<file path="src/rtl/pt_walker_pkg.sv">
package pt_walker_pkg;
  typedef enum logic [1:0] {
    ACC_READ  = 2'd0,
    ACC_WRITE = 2'd1,
    ACC_FETCH = 2'd2,
    ACC_RSVD  = 2'd3
  } acc_e;

  typedef enum logic [1:0] {
    ST_IDLE,
    ST_FETCH,
    ST_WAIT,
    ST_RESP
  } walk_st_e;

  // flag positions counted down from the entry MSB
  localparam int unsigned FLG_VALID_OFS = 1;
  localparam int unsigned FLG_WRITE_OFS = 2;
  localparam int unsigned FLG_EXEC_OFS  = 3;
endpackage

</file>
<file path="src/rtl/pt_perm_check.sv">
module pt_perm_check
  import pt_walker_pkg::*;
#(
  parameter int unsigned ENTRY_W = 8
) (
  input  logic [ENTRY_W-1:0] entry_i,
  input  logic [1:0]         acc_i,
  output logic               fault_o
);
  logic vld, wr_ok, ex_ok;

  assign vld   = entry_i[ENTRY_W-FLG_VALID_OFS];
  assign wr_ok = entry_i[ENTRY_W-FLG_WRITE_OFS];
  assign ex_ok = entry_i[ENTRY_W-FLG_EXEC_OFS];

  always_comb begin
    unique case (acc_e'(acc_i))
      ACC_READ:  fault_o = !vld;
      ACC_WRITE: fault_o = !(vld && wr_ok);
      ACC_FETCH: fault_o = !(vld && ex_ok);
      default:   fault_o = 1'b1;
    endcase
  end
endmodule

</file>
<file path="src/rtl/pt_last_xlat.sv">
module pt_last_xlat #(
  parameter int unsigned PN_W    = 2,
  parameter int unsigned ENTRY_W = 8
) (
  input  logic               clk_i,
  input  logic               rst_ni,
  input  logic               inv_i,
  input  logic               ld_i,
  input  logic [PN_W-1:0]    ld_page_i,
  input  logic [ENTRY_W-1:0] ld_entry_i,
  input  logic [PN_W-1:0]    lk_page_i,
  output logic               hit_o,
  output logic               vld_o,
  output logic [PN_W-1:0]    page_o,
  output logic [ENTRY_W-1:0] entry_o
);
  logic               vld_q;
  logic [PN_W-1:0]    page_q;
  logic [ENTRY_W-1:0] entry_q;

  always_ff @(posedge clk_i or negedge rst_ni) begin
    if (!rst_ni) begin
      vld_q   <= 1'b0;
      page_q  <= '0;
      entry_q <= '0;
    end else if (inv_i) begin
      vld_q   <= 1'b0;
    end else if (ld_i) begin
      vld_q   <= 1'b1;
      page_q  <= ld_page_i;
      entry_q <= ld_entry_i;
    end
  end

  assign hit_o   = vld_q && (page_q == lk_page_i);
  assign vld_o   = vld_q;
  assign page_o  = page_q;
  assign entry_o = entry_q;

  // context change empties the kept translation
  a_r7_inv_clears: assert property (@(posedge clk_i) disable iff (!rst_ni)
    inv_i |=> !vld_q);
  a_r6_load_keeps: assert property (@(posedge clk_i) disable iff (!rst_ni)
    (ld_i && !inv_i) |=> (vld_q && page_q == $past(ld_page_i)));
endmodule

</file>
<file path="src/rtl/pt_walker.sv">
module pt_walker
  import pt_walker_pkg::*;
#(
  parameter int unsigned VA_W        = 8,
  parameter int unsigned OFF_W       = 6,
  parameter int unsigned FRAME_W     = 2,
  parameter int unsigned ENTRY_W     = 8,
  parameter int unsigned ENTRY_BYTES = 1,
  parameter int unsigned MEM_AW      = 8,
  localparam int unsigned PN_W       = VA_W - OFF_W,
  localparam int unsigned PA_W       = FRAME_W + OFF_W
) (
  input  logic               clk_i,
  input  logic               rst_ni,
  input  logic               base_we_i,
  input  logic [MEM_AW-1:0]  base_i,
  input  logic               req_valid_i,
  output logic               req_ready_o,
  input  logic [VA_W-1:0]    req_va_i,
  input  logic [1:0]         req_acc_i,
  output logic               rsp_valid_o,
  output logic               rsp_fault_o,
  output logic [PA_W-1:0]    rsp_pa_o,
  output logic               mem_re_o,
  output logic [MEM_AW-1:0]  mem_addr_o,
  input  logic [ENTRY_W-1:0] mem_rdata_i
);
  walk_st_e           state_q, state_d;
  logic [MEM_AW-1:0]  base_q;
  logic [VA_W-1:0]    va_q;
  logic [1:0]         acc_q;
  logic               stale_q;
  logic               fault_q;
  logic [PA_W-1:0]    pa_q;

  logic               accept;
  logic               lx_hit, lx_vld, lx_ld;
  logic [PN_W-1:0]    lx_page;
  logic [ENTRY_W-1:0] lx_entry;
  logic [ENTRY_W-1:0] sel_entry;
  logic [1:0]         sel_acc;
  logic [VA_W-1:0]    sel_va;
  logic               sel_fault;
  logic [PA_W-1:0]    sel_pa;

  assign req_ready_o = (state_q == ST_IDLE);
  assign accept      = req_valid_i && req_ready_o;

  pt_last_xlat #(.PN_W(PN_W), .ENTRY_W(ENTRY_W)) i_last (
    .clk_i     (clk_i),
    .rst_ni    (rst_ni),
    .inv_i     (base_we_i),
    .ld_i      (lx_ld),
    .ld_page_i (va_q[VA_W-1:OFF_W]),
    .ld_entry_i(mem_rdata_i),
    .lk_page_i (req_va_i[VA_W-1:OFF_W]),
    .hit_o     (lx_hit),
    .vld_o     (lx_vld),
    .page_o    (lx_page),
    .entry_o   (lx_entry)
  );

  // idle: hit path from kept entry; wait: returned table entry
  assign sel_entry = (state_q == ST_IDLE) ? lx_entry  : mem_rdata_i;
  assign sel_acc   = (state_q == ST_IDLE) ? req_acc_i : acc_q;
  assign sel_va    = (state_q == ST_IDLE) ? req_va_i  : va_q;

  pt_perm_check #(.ENTRY_W(ENTRY_W)) i_perm (
    .entry_i(sel_entry),
    .acc_i  (sel_acc),
    .fault_o(sel_fault)
  );

  assign sel_pa = sel_fault ? '0 : {sel_entry[FRAME_W-1:0], sel_va[OFF_W-1:0]};

  assign lx_ld = (state_q == ST_WAIT) && !sel_fault && !stale_q && !base_we_i;

  always_comb begin
    state_d = state_q;
    unique case (state_q)
      ST_IDLE:  if (accept) state_d = lx_hit ? ST_RESP : ST_FETCH;
      ST_FETCH: state_d = ST_WAIT;
      ST_WAIT:  state_d = ST_RESP;
      default:  state_d = ST_IDLE;
    endcase
  end

  always_ff @(posedge clk_i or negedge rst_ni) begin
    if (!rst_ni) begin
      state_q <= ST_IDLE;
      base_q  <= '0;
      va_q    <= '0;
      acc_q   <= '0;
      stale_q <= 1'b0;
      fault_q <= 1'b0;
      pa_q    <= '0;
    end else begin
      state_q <= state_d;
      if (base_we_i) base_q <= base_i;
      if (accept) begin
        va_q    <= req_va_i;
        acc_q   <= req_acc_i;
        stale_q <= 1'b0;
      end else if (base_we_i && state_q != ST_IDLE) begin
        stale_q <= 1'b1;
      end
      if ((accept && lx_hit) || state_q == ST_WAIT) begin
        fault_q <= sel_fault;
        pa_q    <= sel_pa;
      end
    end
  end

  assign rsp_valid_o = (state_q == ST_RESP);
  assign rsp_fault_o = rsp_valid_o && fault_q;
  assign rsp_pa_o    = rsp_valid_o ? pa_q : '0;
  assign mem_re_o    = (state_q == ST_FETCH);
  assign mem_addr_o  = base_q + MEM_AW'(va_q[VA_W-1:OFF_W]) * MEM_AW'(ENTRY_BYTES);

  a_r9_single_pulse: assert property (@(posedge clk_i) disable iff (!rst_ni)
    rsp_valid_o |=> !rsp_valid_o);
  a_r9_busy_after_accept: assert property (@(posedge clk_i) disable iff (!rst_ni)
    (req_valid_i && req_ready_o) |=> !req_ready_o);
  a_r2_one_read: assert property (@(posedge clk_i) disable iff (!rst_ni)
    mem_re_o |=> !mem_re_o);
  a_r8_fault_no_load: assert property (@(posedge clk_i) disable iff (!rst_ni)
    (rsp_valid_o && rsp_fault_o && !$past(base_we_i)) |-> ($stable(lx_vld) && $stable(lx_page)));
  a_r3_offset_kept: assert property (@(posedge clk_i) disable iff (!rst_ni)
    (rsp_valid_o && !rsp_fault_o) |-> rsp_pa_o[OFF_W-1:0] == va_q[OFF_W-1:0]);
  a_r4_fault_zero_pa: assert property (@(posedge clk_i) disable iff (!rst_ni)
    rsp_fault_o |-> rsp_pa_o == '0);
endmodule

</file>
<file path="config.mk">
export PLATFORM = sky130hd
export DESIGN_NAME = pt_walker
export DESIGN_NICKNAME = d
export VERILOG_FILES = /design/src/rtl/pt_walker_pkg.sv /design/src/rtl/pt_perm_check.sv /design/src/rtl/pt_last_xlat.sv /design/src/rtl/pt_walker.sv
export SDC_FILE = /design/constraint.sdc
export NUM_CORES = 1
export LEC_CHECK = 0
export BUFFER_PORTS_ARGS = -buffer_cell sky130_fd_sc_hd__buf_2
export CAP_MARGIN = 20
export CORE_ASPECT_RATIO = 1.1
export CORE_UTILIZATION = 40
export CTS_CLUSTER_SIZE = 14
export DETAILED_ROUTE_END_ITERATION = 10
export PLACE_DENSITY = 0.66
export SKIP_CTS_REPAIR_TIMING = 1
export SYNTH_ARGS = -nofsm -noshare
export SYNTH_HDL_FRONTEND = slang
export SYNTH_SLANG_ARGS = --single-unit
</file>
<file path="constraint.sdc">
create_clock -name clk_i -period 2.6 [get_ports clk_i]
set_input_delay 0.13 -clock clk_i [delete_from_list [all_inputs] [get_ports clk_i]]
set_output_delay 0.13 -clock clk_i [all_outputs]
set_load 0.02 [all_outputs]
</file>
==> impl_metrics.yaml, run 1 <==
sta:
  relSlewSlack_pct: 43.64
  fin_crit_ps: 2036
  tightest_slew_ps: 845.3
  hold_viol_final: 38
  timing.setup.tns_ps: 0
  slew_viol_final: 0
  fin_crit_sh_pct: 78.29
  fin_ws_ps: 564.4
  skew_ps: 5.100
  setup_violations: 0
  rsz0062_at_grt: "no"
  fmax_mhz: 491.3
  holdWs_ps: -55.92
drt:
  viasPerCell: 4.932
  drc: 0
  avgRoutedWirePerCell_um: 13.08
  via_count: 1297
  drt.antenna.violating_nets: 0
  firstDrtPassIters: 4
  wirelength_mm: 3.440
  first_iter_violations: 96
clocking:
  path_clk_slew_ps: 70
  numCtsBuffers: 5
  htreeDepth: 2
  cts_tree: "built"
  clk_latency_ps: 290
  cts_root_buf: "clkbuf_8"
  clk_path_buf_depth: 2
  clock-sinks: 38
worst_hold_path:
  min_path_type: "primary input to async pin"
die:
  die_area_sq_mm: 0.005115
  core_area_sq_mm: 0.004652
  io_pins: 50
  start_util_pct: 41.55
  die_y_um: 74.91
  die_w_um: 68.28
  rows: 26
finish:
  nNetsFinal: 245
  diodes: 0
  post-route-util_pct: 49.30
  area_growth_pct: 18.64
  drive_gt1_share_pct: 40.58
logic_synthesis:
  netlist_instances: 156
  synth_nets: 194
  ys_seq_area_share_pct: 49.19
  netlist_area_sq_mm: 0.001933
  synth-seq-cells: 38
  ys_top_cells_by_area: "dfrtp_1 49%, mux2_2 14%, mux2i_1 4.7%, ha_1 4.5%, o31ai_1 3.1%"
  synth_top_cell_area_share_pct: 49.19
  synth.avg_cell_area_sq_um: 12.39
  synth_largest_area_cell: "dfrtp_1"
  synth_cell_types: 31
  synth_warnings: 0
place:
  port_buffers: 46
  dp_hpwl_mm: 2.500
  dp_slack_ps: 572.4
  gp_congestion: 0.6873
setup_path:
  worstPathArrival_ps: 1910
  crit_buf_inv: 2
  critPathKind: "flop to output pin"
  crit_path_top_delay_cell: "fa_1"
  max_stage_delay_ps: 400
  required_ps: 2470
  r2r_cells: 6
  r2r_start: "state_q[0]"
  critPathLaunchType: "flop"
  crit_family: "adder cells"
  worstPathMaxFanout: 3
  setup.worst_path.start: "va_q[6]"
  worst_r2r_endpoint: "i_last.page_o[1]"
  r2r_slack_ps: 590
  worstPathCellList: "ha_1 > inv_1 > fa_1 > nor2_1 > nand3_1 > xnor2_1 > buf_2"
  cp-end-kind: "output pin"
outcome:
  failed_checks: "hold timing"
  status: "finished, violations left"
pwr:
  ir_worst_vdd_v: 0.0003913
  p_leak_nw: 1.138
  cellPowerDensity_mw_per_mm2: 1007
  power.total_mw: 2.309
grt:
  grt_max_degree: 39
  grt_pass1_vias: 1261
  track_usage_pct: 15.34
  grt_pass1_wl_mm: 5.623
  antenna_found_initial: 0
  grt.overflow.total: 0
job:
  maxCapViolations: 0
## routing by layer
| metal | share of wire (%) | up-vias | global-route usage, % | routed length (um) |
|---|---|---|---|---|
| met1 | 45 | 603 | 17.48 | 1539 |
| met5 | 0 | - | 0 | 0 |
| met4 | 2.0 | 0 | 7.639 | 68 |
| met2 | 47 | 41 | 25.93 | 1632 |
| li1 | - | 645 | - | - |
| met3 | 5.8 | 8 | 4.545 | 199 |
## metrics by stage
step | cells | instance area [sq um]
after floorplan | 156 | 1933
after global placement | 256 | 2217
after detailed placement | 256 | 2217
after CTS | 263 | 2293
after global routing | 263 | 2293
final | 263 | 2293
## worst max-delay path by stage
stage                                   end  slack (ps)  depth (start not counted)
after floorplan           i_last.entry_o[0]         700                          7
after global placement    i_last.entry_o[5]         620                          6
after detailed placement   i_last.page_o[0]         570                          6
after CTS                     mem_addr_o[6]         530                          7
after global routing          mem_addr_o[7]         410                          6
final                         mem_addr_o[6]         560                          7
## Yosys cell counts (all sizes together)
| cell type | count |
|---|---|
| and3 | 2 |
| mux2 | 24 |
| nand2 | 11 |
| nand3 | 2 |
| nor3b | 1 |
| clkbuf | 1 |
| a31oi | 1 |
| mux2i | 9 |
| a32oi | 2 |
| buf | 3 |
| xnor2 | 5 |
| nor2 | 4 |
| fa | 1 |
| o31ai | 8 |
| a22oi | 1 |
| and4 | 1 |
| o22ai | 4 |
| inv | 10 |
| ha | 7 |
| a21oi | 2 |
| dfrtp | 38 |
| nor2b | 4 |
| xor2 | 3 |
| and2 | 9 |
| o21ai | 2 |
| nand2b | 1 |
## kinds of logic (layout without fill, tap and decap cells)
| family | count (synthesis) | after routing | share of synthesized area (%) |
|---|---|---|---|
| muxes | 33 | 33 | 18.64 |
| DFF | 38 | 38 | 49.19 |
| adders and majority gates | 8 | 8 | 5.566 |
| and+or+nand+nor | 35 | 35 | 9.839 |
| buffers and inverters | 14 | 65 | 3.560 |
| xor gates and xnor gates | 8 | 8 | 3.625 |
| AOI/OAI and AO/OA | 20 | 20 | 9.579 |
## layout make-up
class	count	area [sq um]
multi-input combinational	104	913.4
tap	56	70.07
sequential	38	950.9
clock buffer	7	76.32
timing repair buffer	48	245.2
fill	436	2359
inverter	10	37.54
## state kept, by name, summed over array words and instances, names as in the netlist
name	cells
fault_q	1
acc_q	2
i_last.vld_o	1
base_q	8
stale_q	1
va_q	8
state_q	2
pa_q	8
i_last.page_o	2
i_last.entry_o	5
## placed cells by master (no fill, tap or decap), drive strengths merged, types with 4 or more instances in the layout
cell,n
dfrtp,38
nor2b,4
inv,10
and2,9
mux2i,9
nor2,4
buf,48
o22ai,4
xnor2,5
ha,7
clkbuf,7
mux2,24
nand2,11
o31ai,8
## report_power, final
part           leakage [nW]  internal [mW]  switching, mW
registers             0.470          0.810          0.127
logic                 0.630          0.446          0.550
clock network        0.0383          0.185          0.192
(Power assumes the default switching activity.)
==> inputs of run 2 (changes only) <==
--- a/config.mk
+++ b/config.mk
@@ -11,7 +11,7 @@
 export CORE_UTILIZATION = 40
 export CTS_CLUSTER_SIZE = 14
 export DETAILED_ROUTE_END_ITERATION = 10
-export PLACE_DENSITY = 0.66
+export PLACE_DENSITY = 0.69
 export SKIP_CTS_REPAIR_TIMING = 1
 export SYNTH_ARGS = -nofsm -noshare
 export SYNTH_HDL_FRONTEND = slang
==> constraint.sdc (replaced) <==
create_clock -name clk_i -period 1.7 [get_ports clk_i]
set_input_delay 0.085 -clock clk_i [delete_from_list [all_inputs] [get_ports clk_i]]
set_output_delay 0.085 -clock clk_i [all_outputs]
set_load 0.02 [all_outputs]
==> run 2 against run 1 <==
Compared with the run above:
- the flow finishes with violations (setup timing)
- final cell count is 6.1% higher
- critical endpoint unchanged
- sequential power grew 54%
- register-to-register slack worse by 570 ps
- global-route usage rose by 1.3 points
- clock power grew to 2.5 times the previous value
- sequential share of layout area down 4.7 points
- total power up 84%
- wire length increased by 9.7%
- core utilization up 6.3 points
==> impl_metrics.yaml, run 2 (synthesized netlist as in run 1, its figures left out) <==
grt:
  track_usage_pct: 16.59
  grt_pass1_wl_mm: 6.085
  antenna_found_initial: 0
  grt.overflow.total: 0
  grt_max_degree: 39
  grt_pass1_vias: 1372
clocking:
  clk_path_buf_depth: 2
  path_clk_slew_ps: 70
  cts_tree: "built"
  cts_root_buf: "clkbuf_8"
  clk_latency_ps: 290
  htreeDepth: 2
  clock-sinks: 38
  numCtsBuffers: 5
drt:
  avgRoutedWirePerCell_um: 13.53
  drt.antenna.violating_nets: 0
  via_count: 1354
  firstDrtPassIters: 4
  wl_met1_mm: 1.579
  top_layer_used: "met4"
  drc: 0
  viasPerCell: 4.853
  wl_met3_um: 230
  dr_wl_met2_mm: 1.906
  first_iter_violations: 54
  wirelength_mm: 3.774
die:
  die_area_sq_mm: 0.005115
  die_y_um: 74.91
  core_area_sq_mm: 0.004652
  die_w_um: 68.28
  start_util_pct: 41.55
  io_pins: 50
  rows: 26
sta:
  fin_crit_ps: 1958
  relSlewSlack_pct: 78.17
  hold_viol_final: 0
  fin_crit_sh_pct: 115.2
  tightest_slew_ps: 327.5
  fmax_mhz: 510.8
  skew_ps: 6.786
  holdWs_ps: 4.586
  slew_viol_final: 0
  setup_violations: 6
  rsz0062_at_grt: "yes"
  fin_ws_ps: -257.6
  timing.setup.tns_ps: -880.7
finish:
  final_common_cell: "buf_2"
  nNetsFinal: 260
  layout_common_cells: "41 x buf_2, 38 x dfrtp_1, 20 x mux2_2"
  reg_top3: "base_q x8, pa_q x8, va_q x8"
  diodes: 0
  post-route-util_pct: 55.57
  area_growth_pct: 33.72
  drive_gt1_share_pct: 50.67
outcome:
  status: "finished, violations left"
  failed_checks: "setup timing"
setup_path:
  cp-end-kind: "output pin"
  critPathLaunchType: "flop"
  worstPathMaxFanout: 3
  required_ps: 1620
  worstPathArrival_ps: 1870
  critPathKind: "flop to output pin"
pwr:
  pwr-share-seq_pct: 33.7
  switchingPower_mw: 1.467
  cellPowerDensity_mw_per_mm2: 1646
  sw_frac_of_total_pct: 34.48
  p_leak_nw: 1.283
  ir_worst_vdd_v: 0.0008261
  clkPwrFrac_pct: 22.2
  p_comb_share_pct: 44.1
  power.total_mw: 4.255
  intPower_mw: 2.788
place:
  dp_hpwl_mm: 2.668
  port_buffers: 46
  gp_congestion: 0.7496
worst_hold_path:
  min_path_type: "primary input to flop"
job:
  maxCapViolations: 0
[run 2: final cells by class]
type	count	area (sq um)
fillers	405	2067
multi-input cells	104	983.4
well taps	56	70.07
repair buffers	63	400.4
inverters	10	37.54
flip-flops and latches	38	950.9
clock buffers	6	82.58
clock inverters	2	60.06
[run 2: metal layers]
metal	vias up	GRT usage, %
li1	672	-
met1	629	17.89
met2	47	29.19
met3	6	6.212
met4	0	6.250
met5	-	0
[run 2: worst max-delay path, stage by stage (launching register included)]
cell and delay, ps:
dfrtp_1 380, ha_2 200, inv_2 40, fa_2 380, nor2_4 120, nand3_2 100, xnor2_2 190, buf_4 170
[run 2: path summary, 6_finish.rpt]
path | startpoint | end | slack [ps] | depth (start not counted)
min reg2reg | pa_q[4] | pa_q[4] | 470 | 2
min in group asynchronous | rst_ni | va_q[1] | 280 | 3
max reg2reg | state_q[1] | i_last.entry_o[1] | 20 | 7
max | va_q[6] | mem_addr_o[6] | -260 | 7
min | base_i[1] | base_q[1] | 5 | 3
max in group asynchronous | rst_ni | acc_q[0] | 1220 | 3
[run 2: through the flow]
| stage | std cells | worst slack, ps | instance area [sq um] |
|---|---|---|---|
| finish | 279 | -257.6 | 2585 |
| floorplan | 156 | -35.09 | 1946 |
| detailed placement | 267 | 28.05 | 2325 |
| global route | 279 | -367.1 | 2585 |
| global placement | 267 | 54.96 | 2325 |
| CTS | 275 | -283.2 | 2467 |
[run 2: power by group through the flow]
stage / clock network, mW / logic, mW / registers, mW
after floorplan: 0 / 1.25 / 1.41
after global placement: 0 / 1.70 / 1.43
after detailed placement: 0 / 1.74 / 1.45
after CTS: 0.971 / 1.75 / 1.43
after global routing: 1.02 / 2.06 / 1.48
final: 0.943 / 1.88 / 1.44
